[src/rtl/ref_ramp_pkg.sv]
package ref_ramp_pkg;

  parameter int CODE_W = 5;
  parameter int MV_W   = 8;

  typedef struct packed {
    logic clear;  // abort: index and target to zero
    logic load;   // start: capture target, index to zero
    logic step;   // step boundary reached
  } ramp_strb_t;

  typedef enum logic [1:0] {
    ST_IDLE = 2'd0,
    ST_RAMP = 2'd1,
    ST_DONE = 2'd2
  } ramp_state_t;

  // Piecewise reference scale: 3 mV, 6 mV, then 12 mV increments.
  function automatic logic [MV_W-1:0] code_to_mv(input logic [CODE_W-1:0] code);
    int c;
    int r;
    c = int'(code);
    if (c == 0)       r = 0;
    else if (c <= 12) r = 2 + 3 * c;
    else if (c <= 23) r = 38 + 6 * (c - 12);
    else              r = 104 + 12 * (c - 23);
    return MV_W'(r);
  endfunction

endpackage

[src/rtl/ref_ramp_ctrl.sv]
module ref_ramp_ctrl
  import ref_ramp_pkg::*;
#(
  parameter int unsigned STEP_CYC = 21,
  parameter int unsigned WIN_CYC  = 500
) (
  input  logic       clk,
  input  logic       rst_n,
  input  logic       enable,
  input  logic       startPulse,
  input  logic       atTarget,
  output ramp_strb_t strb,
  output logic       rampDone,
  output logic       halfLimit
);

  localparam int STEP_W = $clog2(STEP_CYC + 1);
  localparam int WIN_W  = $clog2(WIN_CYC + 1);
  localparam logic [STEP_W-1:0] STEP_LAST = STEP_W'(STEP_CYC - 1);
  localparam logic [WIN_W-1:0]  WIN_LAST  = WIN_W'(WIN_CYC - 1);

  ramp_state_t       state;
  logic [STEP_W-1:0] stepCnt;
  logic [WIN_W-1:0]  winCnt;
  logic              startOk;
  logic              stepEnd;

  assign startOk = enable && startPulse && (state == ST_IDLE);
  assign stepEnd = (state == ST_RAMP) && (stepCnt == STEP_LAST);

  always_comb begin
    strb       = '0;
    strb.clear = !enable;
    strb.load  = startOk;
    strb.step  = enable && stepEnd;
  end

  assign rampDone = (state == ST_DONE);

  always_ff @(posedge clk) begin
    if (!rst_n || !enable) begin
      state     <= ST_IDLE;
      stepCnt   <= '0;
      winCnt    <= '0;
      halfLimit <= 1'b0;
    end else if (startOk) begin
      state     <= ST_RAMP;
      stepCnt   <= '0;
      winCnt    <= '0;
      halfLimit <= 1'b1;
    end else begin
      if (state == ST_RAMP) begin
        if (stepEnd) begin
          stepCnt <= '0;
          if (atTarget) state <= ST_DONE;
        end else begin
          stepCnt <= stepCnt + 1'b1;
        end
      end
      if (halfLimit) begin
        if (winCnt == WIN_LAST) halfLimit <= 1'b0;
        else                    winCnt    <= winCnt + 1'b1;
      end
    end
  end

  // disabling clears both flags one edge later
  a_r7_enable_clears: assert property (@(posedge clk) disable iff (!rst_n)
    !enable |=> (!rampDone && !halfLimit));

  // done is sticky while enabled
  a_r5_done_sticky: assert property (@(posedge clk) disable iff (!rst_n)
    (enable && rampDone) |=> rampDone);

  // a running ramp is never restarted or dropped to idle while enabled
  a_r8_ramp_not_restarted: assert property (@(posedge clk) disable iff (!rst_n)
    (enable && state == ST_RAMP && startPulse) |=> (state != ST_IDLE));

endmodule

[src/rtl/ref_ramp_dp.sv]
module ref_ramp_dp
  import ref_ramp_pkg::*;
(
  input  logic              clk,
  input  logic              rst_n,
  input  ramp_strb_t        strb,
  input  logic [CODE_W-1:0] targetCode,
  output logic [CODE_W-1:0] refIndex,
  output logic              atTarget
);

  logic [CODE_W-1:0] tgtReg;

  assign atTarget = (refIndex == tgtReg);

  always_ff @(posedge clk) begin
    if (!rst_n || strb.clear) begin
      refIndex <= '0;
      tgtReg   <= '0;
    end else if (strb.load) begin
      refIndex <= '0;
      tgtReg   <= targetCode;
    end else if (strb.step && !atTarget) begin
      refIndex <= refIndex + 1'b1;
    end
  end

  // index never overshoots the captured target
  a_r3_index_le_target: assert property (@(posedge clk) disable iff (!rst_n)
    refIndex <= tgtReg);

  // index only moves by a single code upward or back to zero
  a_r3_unit_increment: assert property (@(posedge clk) disable iff (!rst_n)
    (refIndex != $past(refIndex)) |->
      ((refIndex == $past(refIndex) + CODE_W'(1)) || (refIndex == '0)));

endmodule

[src/rtl/ref_ramp_seq.sv]
module ref_ramp_seq
  import ref_ramp_pkg::*;
#(
  parameter int unsigned CLK_HZ = 200_000_000
) (
  input  logic              clk,
  input  logic              rst_n,
  input  logic              enable,
  input  logic              startPulse,
  input  logic [CODE_W-1:0] targetCode,
  output logic [CODE_W-1:0] refIndex,
  output logic [MV_W-1:0]   refMv,
  output logic              rampDone,
  output logic              halfLimit
);

  localparam longint unsigned STEP_RAW = (longint'(CLK_HZ) * 213) / 1_000_000;
  localparam longint unsigned WIN_RAW  = (longint'(CLK_HZ) * 5) / 1_000;
  localparam int unsigned STEP_CYC = (STEP_RAW < 1) ? 1 : int'(STEP_RAW);
  localparam int unsigned WIN_CYC  = (WIN_RAW  < 1) ? 1 : int'(WIN_RAW);

  ramp_strb_t strb;
  logic       atTarget;

  ref_ramp_ctrl #(
    .STEP_CYC (STEP_CYC),
    .WIN_CYC  (WIN_CYC)
  ) u_ctrl (
    .clk        (clk),
    .rst_n      (rst_n),
    .enable     (enable),
    .startPulse (startPulse),
    .atTarget   (atTarget),
    .strb       (strb),
    .rampDone   (rampDone),
    .halfLimit  (halfLimit)
  );

  ref_ramp_dp u_dp (
    .clk        (clk),
    .rst_n      (rst_n),
    .strb       (strb),
    .targetCode (targetCode),
    .refIndex   (refIndex),
    .atTarget   (atTarget)
  );

  assign refMv = code_to_mv(refIndex);

  // index frozen once done has been held
  a_r5_hold_when_done: assert property (@(posedge clk) disable iff (!rst_n)
    (rampDone && $past(rampDone)) |-> $stable(refIndex));

  // full-scale code always reads 200 mV
  a_r9_full_scale: assert property (@(posedge clk) disable iff (!rst_n)
    (refIndex == '1) |-> (refMv == MV_W'(200)));

endmodule

[config.mk]
export PLATFORM = sky130hd
export DESIGN_NAME = ref_ramp_seq
export DESIGN_NICKNAME = d
export VERILOG_FILES = /design/src/rtl/ref_ramp_pkg.sv /design/src/rtl/ref_ramp_ctrl.sv /design/src/rtl/ref_ramp_dp.sv /design/src/rtl/ref_ramp_seq.sv
export SDC_FILE = /design/constraint.sdc
export NUM_CORES = 1
export LEC_CHECK = 0
export ABC_AREA = 1
export BUFFER_PORTS_ARGS = -buffer_cell sky130_fd_sc_hd__buf_2
export CORE_MARGIN = 10
export CORE_UTILIZATION = 50
export CTS_BUF_LIST = sky130_fd_sc_hd__clkbuf_8
export CTS_CLUSTER_SIZE = 24
export DETAILED_ROUTE_END_ITERATION = 8
export GPL_TIMING_DRIVEN = 0
export PLACE_DENSITY_LB_ADDON = 0.15
export SYNTH_ARGS = -nofsm -noshare
export SYNTH_HDL_FRONTEND = slang
export SYNTH_HIERARCHICAL = 1
export SYNTH_SLANG_ARGS = --single-unit
[constraint.sdc]
create_clock -name clk -period 2.4 [get_ports clk]
set_input_delay 0 -clock clk [delete_from_list [all_inputs] [get_ports clk]]
set_output_delay 0 -clock clk [all_outputs]
set_load 0.02 [all_outputs]
**Yosys cells after proc, flatten, opt, wreduce, memory -nomap -nowiden**

Cells that the tools add are included.

- Bits in registers: 49
- Input bits: 9
- Output and inout bits: 15
- Word-level logic and storage cells: 55

- Add/sub/neg operators: 8
- Multiply operators: 3
- Order comparisons: 2
- Equality and inequality tests: 5
- Muxes and demuxes: 11
- Bitwise logic cells: 1
- Reductions and logical operators: 18

Operators by type and width:

| operator | count |
|---|---|
| two-way mux 8 bit | 3 |
| adder 20 x 1 -> 20 bit, second input constant | 1 |
| == test 20 bit, second input constant | 1 |
| adder 16 x 1 -> 16 bit, second input constant | 1 |
| == test 16 bit, second input constant | 1 |
| two-way mux 16 bit | 1 |
| adder 2 x 7 -> 8 bit, first input constant | 1 |
| adder 7 x 8 -> 8 bit, first input constant | 1 |
| adder 8 bit, first input constant | 1 |
| multiplier 2 x 5 -> 7 bit, first input constant | 1 |
| multiplier 3 x 6 -> 7 bit, first input constant | 1 |
| two-way mux 1 bit | 7 |
| multiplier 3 x 6 -> 6 bit, first input constant | 1 |
| AND reduction 3 bit | 2 |
| nonzero test 2 bit | 3 |
| subtractor 5 x 4 -> 6 bit, second input constant | 1 |
| subtractor 5 x 5 -> 6 bit, second input constant | 1 |
| adder 5 x 1 -> 5 bit, second input constant | 1 |
| == test 5 bit | 1 |
| less-or-equal comparator 5 x 4 -> 1 bit, second input constant | 1 |
| less-or-equal comparator 5 bit, second input constant | 1 |
| logical AND 1 bit | 5 |
| zero test 5 bit | 1 |
| zero test 1 bit | 3 |
| other kinds (7) | 7 |

**Depth between registers and ports, before layout**

- Word-level depth: 6
- Mapped depth: 17
- Depth with buffers taken out: 17

**By module**

Netlist, hierarchy kept.

By module, submodules not included:

| module | instances | cells each | area each (um^2) | seq. area each (um^2) |
|---|---|---|---|---|
| ref_ramp_ctrl | 1 | 351 | 2,202.1 | 780.7 |
| ref_ramp_seq | 1 | 180 | 1,174.9 | 0.0 |
| ref_ramp_dp | 1 | 76 | 520.5 | 200.2 |

**Least setup slack after synthesis**

No wires, ideal clock.

- Kind: register -> output
- Start point: reg u_dp.refIndex[2]
- End point: out refMv[7]
- Arrival time: 2.872 ns
- Data required time: 2.400 ns
- Setup slack: -0.472 ns
- Stages on the path, launching flop included: 12
- Buffers on the path: 0
- Path through: dfxtp_1 -> ha_1 -> nand2_1 -> xor2_1 -> ha_1 -> fa_1 -> or2_1 -> o21ai_1 -> nand2_1 -> nor2_1 -> nor2_2 -> nor2_2

- Longest elaborated chain between the ends: 6
- Elaborated cells on any way between the ends: 14
- Those cells by class: add/sub: 5; mul: 3; order compare: 2; mux: 3; reduce/logical: 1

RTL lines:

| item | RTL line | text |
|---|---|---|
| from (decl) | ref_ramp_dp.sv:8 | `output logic [CODE_W-1:0] refIndex,` |
| from (signal assigned) | ref_ramp_dp.sv:24 | `refIndex <= refIndex + 1'b1;` |
| subtractor 5 x 5 -> 6 bit or subtractor 5 x 4 -> 6 bit (tied branches) | ref_ramp_pkg.sv:26, ref_ramp_pkg.sv:25 |  |
| multiplier 3 x 6 -> 6 bit or multiplier 3 x 6 -> 7 bit (tied branches) | ref_ramp_pkg.sv:26, ref_ramp_pkg.sv:25 |  |
| adder 8 bit or adder 7 x 8 -> 8 bit (tied branches) | ref_ramp_pkg.sv:26, ref_ramp_pkg.sv:25 |  |
| two-way mux 8 bit | ref_ramp_pkg.sv:25 | `else if (c <= 23) r = 38 + 6 * (c - 12);` |
| two-way mux 8 bit | ref_ramp_pkg.sv:24 | `else if (c <= 12) r = 2 + 3 * c;` |
| two-way mux 8 bit (*) | ref_ramp_pkg.sv:23 | `if (c == 0) r = 0;` |
| to (decl) | ref_ramp_seq.sv:12 | `output logic [MV_W-1:0] refMv,` |

Every way passes the cells marked *; elsewhere a longest branch is shown, timed or not.

**Final worst setup path**

- Start point: reg u_dp.refIndex[0]
- End point: out refMv[7]

Same word-level chain as after synthesis.

==> impl_metrics.py <==
metrics = {
    "route": {
        "drt_iter0_markers": 192,
        "drt-vias-per-instance": 5.14,
        "wirelength_um": 9610,
        "drt_pass1_iterations": 4,
        "routedWlPerCell_um": 12.6,
        "ant_nets": 0,
        "num_vias": 3905,
        "route.detailed.drc": 0,
    },
    "global_route": {
        "grt_pass1_wl_um": 16000,
        "antenna_found_initial": 0,
        "overflow": 0,
        "grt_max_degree": 17,
        "grt_pass1_vias": 3622,
        "grtUsageTotal_pct": 16.3,
    },
    "synth": {
        "synth_cell_types": 39,
        "syn-cell-area_mm2": 0.00390,
        "synthesis.nets": 654,
        "ys_ff_latch": 49,
        "ys_top_cells_by_area": "dfxtp_1 25%, nand2_1 14%, ha_1 11%",
        "syn_inst": 607,
        "netlist_top_cells_count": "150 x nand2_1, 80 x inv_1, 80 x nor2_1",
        "yosys_warnings": 6,
        "synth_top_cell_by_area": "dfxtp_1",
        "postSynthAreaPerCell_um2": 6.42,
        "async_reset_ff_share_pct": 0,
        "yosysSeqAreaShare_pct": 25.2,
        "ys.flop_type": "dfxtp_1",
        "yosysMostFrequentCell": "nand2_1",
        "synth_top_area_share_pct": 25.2,
        "synth_edf_count": 0,
    },
    "clocking": {
        "cts_tree": "done",
        "ctsRootBufferMaster": "clkbuf_8",
        "clk_pin_slew_ps": 90,
        "cts.sinks": 49,
        "cts_buffers": 5,
        "clk_latency_ps": 310,
        "clk_path_buf_depth": 2,
        "cts_max_level": 2,
    },
    "power_and_ir_drop": {
        "power.density_mw_per_mm2": 315,
        "p_total_mw": 1.50,
        "power.leakage_nw": 1.93,
        "peakVddDrop_mv": 0.294,
    },
    "run": {
        "drv_cap": 0,
    },
    "place": {
        "dp_cells": 732,
        "io_buffers": 23,
        "placed_area_mm2": 0.00422,
        "routabilityCongestion": 0.863,
        "dpl.hpwl_um": 6940,
    },
    "timing": {
        "slew_viol_final": 0,
        "tightest_slew_ps": 568,
        "setup_viol": 4,
        "rsz0062_at_grt": "yes",
        "finalHoldViolCount": 0,
        "min_period_over_period_pct": 115,
        "hold_ws_ps": 14.3,
        "clock.fmax_mhz": 361,
        "fin_skew_ps": 8.31,
        "relSlewSlack_pct": 62.2,
        "fin_ws_ps": -369,
        "period_needed_ps": 2770,
    },
    "worst_setup_path": {
        "crit_arrival_ps": 2770,
        "worstSetupPathType": "register to output port",
        "critical_path_required_ps": 2400,
        "cp-end-kind": "output port",
        "cp_max_fo": 5,
        "startpoint_type": "register",
    },
    "run_status": {
        "violations": "setup timing",
        "status": "complete, but fails checks",
    },
    "cells_and_area": {
        "drive_gt1_share_pct": 19.3,
        "multi_input_area_mm2": 0.00285,
        "final_core_util_pct": 62.4,
        "regArea_um2": 1000,
        "n_antenna_cell": 0,
        "final_cells": 760,
        "area_growth_pct": 22.5,
        "final_cell_area_mm2": 0.00477,
        "fin_nets": 704,
        "nFillCells": 716,
    },
    "die": {
        "dieArea_mm2": 0.0117,
        "die_h_um": 108,
        "rows": 32,
        "io_pins": 24,
        "coreArea_mm2": 0.00765,
        "start_util_pct": 51.0,
        "die_w_um": 108,
    },
    "worst_hold_path": {
        "min_path_type": "input pin to register",
    },
}
[what timing repair did]
action / in CTS / in global routing
gates cloned: 0 / 0
resized for setup: 40 / 13
setup endpoints to repair: 4 / 5
setup buffers: 15 / 1
hold endpoints to repair: 5 / 0
hold buffers: 5 / 0
pin swaps: 23 / 10
[power breakdown]
part           total [mW]  switching, mW  internal [mW]
clock network       0.605          0.292          0.313
registers           0.815        0.00345          0.812
logic              0.0834         0.0543         0.0291
total                1.50          0.350           1.15
[layout make-up]
cell class	instances	share of cell area (%)
Timing Repair Buffer	43	6.47
Buffer	6	0.786
Sequential cell	49	20.9
Tap cell	102	2.67
Inverter	89	7.10
Clock buffer	5	1.44
Clock inverter	3	0.917
Multi-Input combinational cell	463	59.7
[cell usage in the layout, fill, tap and decap left out, types with 6 or more instances in the layout]
master   netlist  final
nand2_1      150    150
nor2_1        80     78
inv_1         80     75
nand3_1       63     59
dfxtp_1       49     44
a21oi_1       35     31
o21ai_0       23     22
ha_1          35     19
buf_2          0     18
buf_4          2     17
ha_4           0     15
inv_2          8     12
nand3_2        4      8
nand4_1        8      8
nand2_2        7      7
xnor2_1        8      7
nor3_1         7      7
nor2_2         5      6
buf_6          1      6
xor2_1         8      6
[state kept, by name, indices dropped and copies added (netlist names)]
register	count
u_ctrl/halfLimit	1
u_ctrl/state	2
u_ctrl/stepCnt	16
u_ctrl/winCnt	20
u_dp/refIndex	5
u_dp/tgtReg	5
[cell families (layout without fill, tap and decap cells)]
logic type / Yosys count / count (layout) / synth area share, %
xor gates and xnor gates: 17 / 17 / 4.01
adders and majority gates: 38 / 38 / 12.8
and+or+nand+nor: 339 / 339 / 38.7
buffers and inverters: 95 / 146 / 9.53
DFF: 49 / 49 / 25.2
AOI/OAI and AO/OA: 69 / 69 / 9.76
[through the flow]
| step | setup TNS [ps] | setup slack, ps |
|---|---|---|
| after floorplan | -56.4 | -56.4 |
| after global placement | -521 | -270 |
| after detailed placement | -594 | -290 |
| after CTS | -1060 | -433 |
| after global routing | -1390 | -480 |
| final | -944 | -369 |
[final timing paths]
path                     start               end  slack, ps  depth (start not counted)
max           u_dp/refIndex[0]          refMv[7]       -370                         13
min                      rst_n   u_ctrl/state[0]         10                          3
max reg2reg  u_ctrl/stepCnt[0]  u_dp/refIndex[4]        350                          9
min reg2reg     u_dp/tgtReg[3]    u_dp/tgtReg[3]        480                          2
[critical path, cell delays in order, from the launching register on]
cell     delay, ps
dfxtp_4        390
ha_4           190
xor2_4         190
ha_4           280
ha_4           130
fa_2           440
or2_4          250
o21ai_2        100
nand2_1         70
nand2_1         60
nand2_1         50
nor2_2         130
nor2_4          40
buf_6          120
[metal layers]
| layer | GRT usage (%) | vias up | routed length (um) |
|---|---|---|---|
| li1 | - | 2040 | - |
| met5 | 0 | - | 0 |
| met3 | 3.27 | 17 | 402 |
| met2 | 28.5 | 66 | 4700 |
| met4 | 4.80 | 0 | 155 |
| met1 | 19.8 | 1782 | 4350 |
Note: power is estimated with default switching activity, not from simulation.
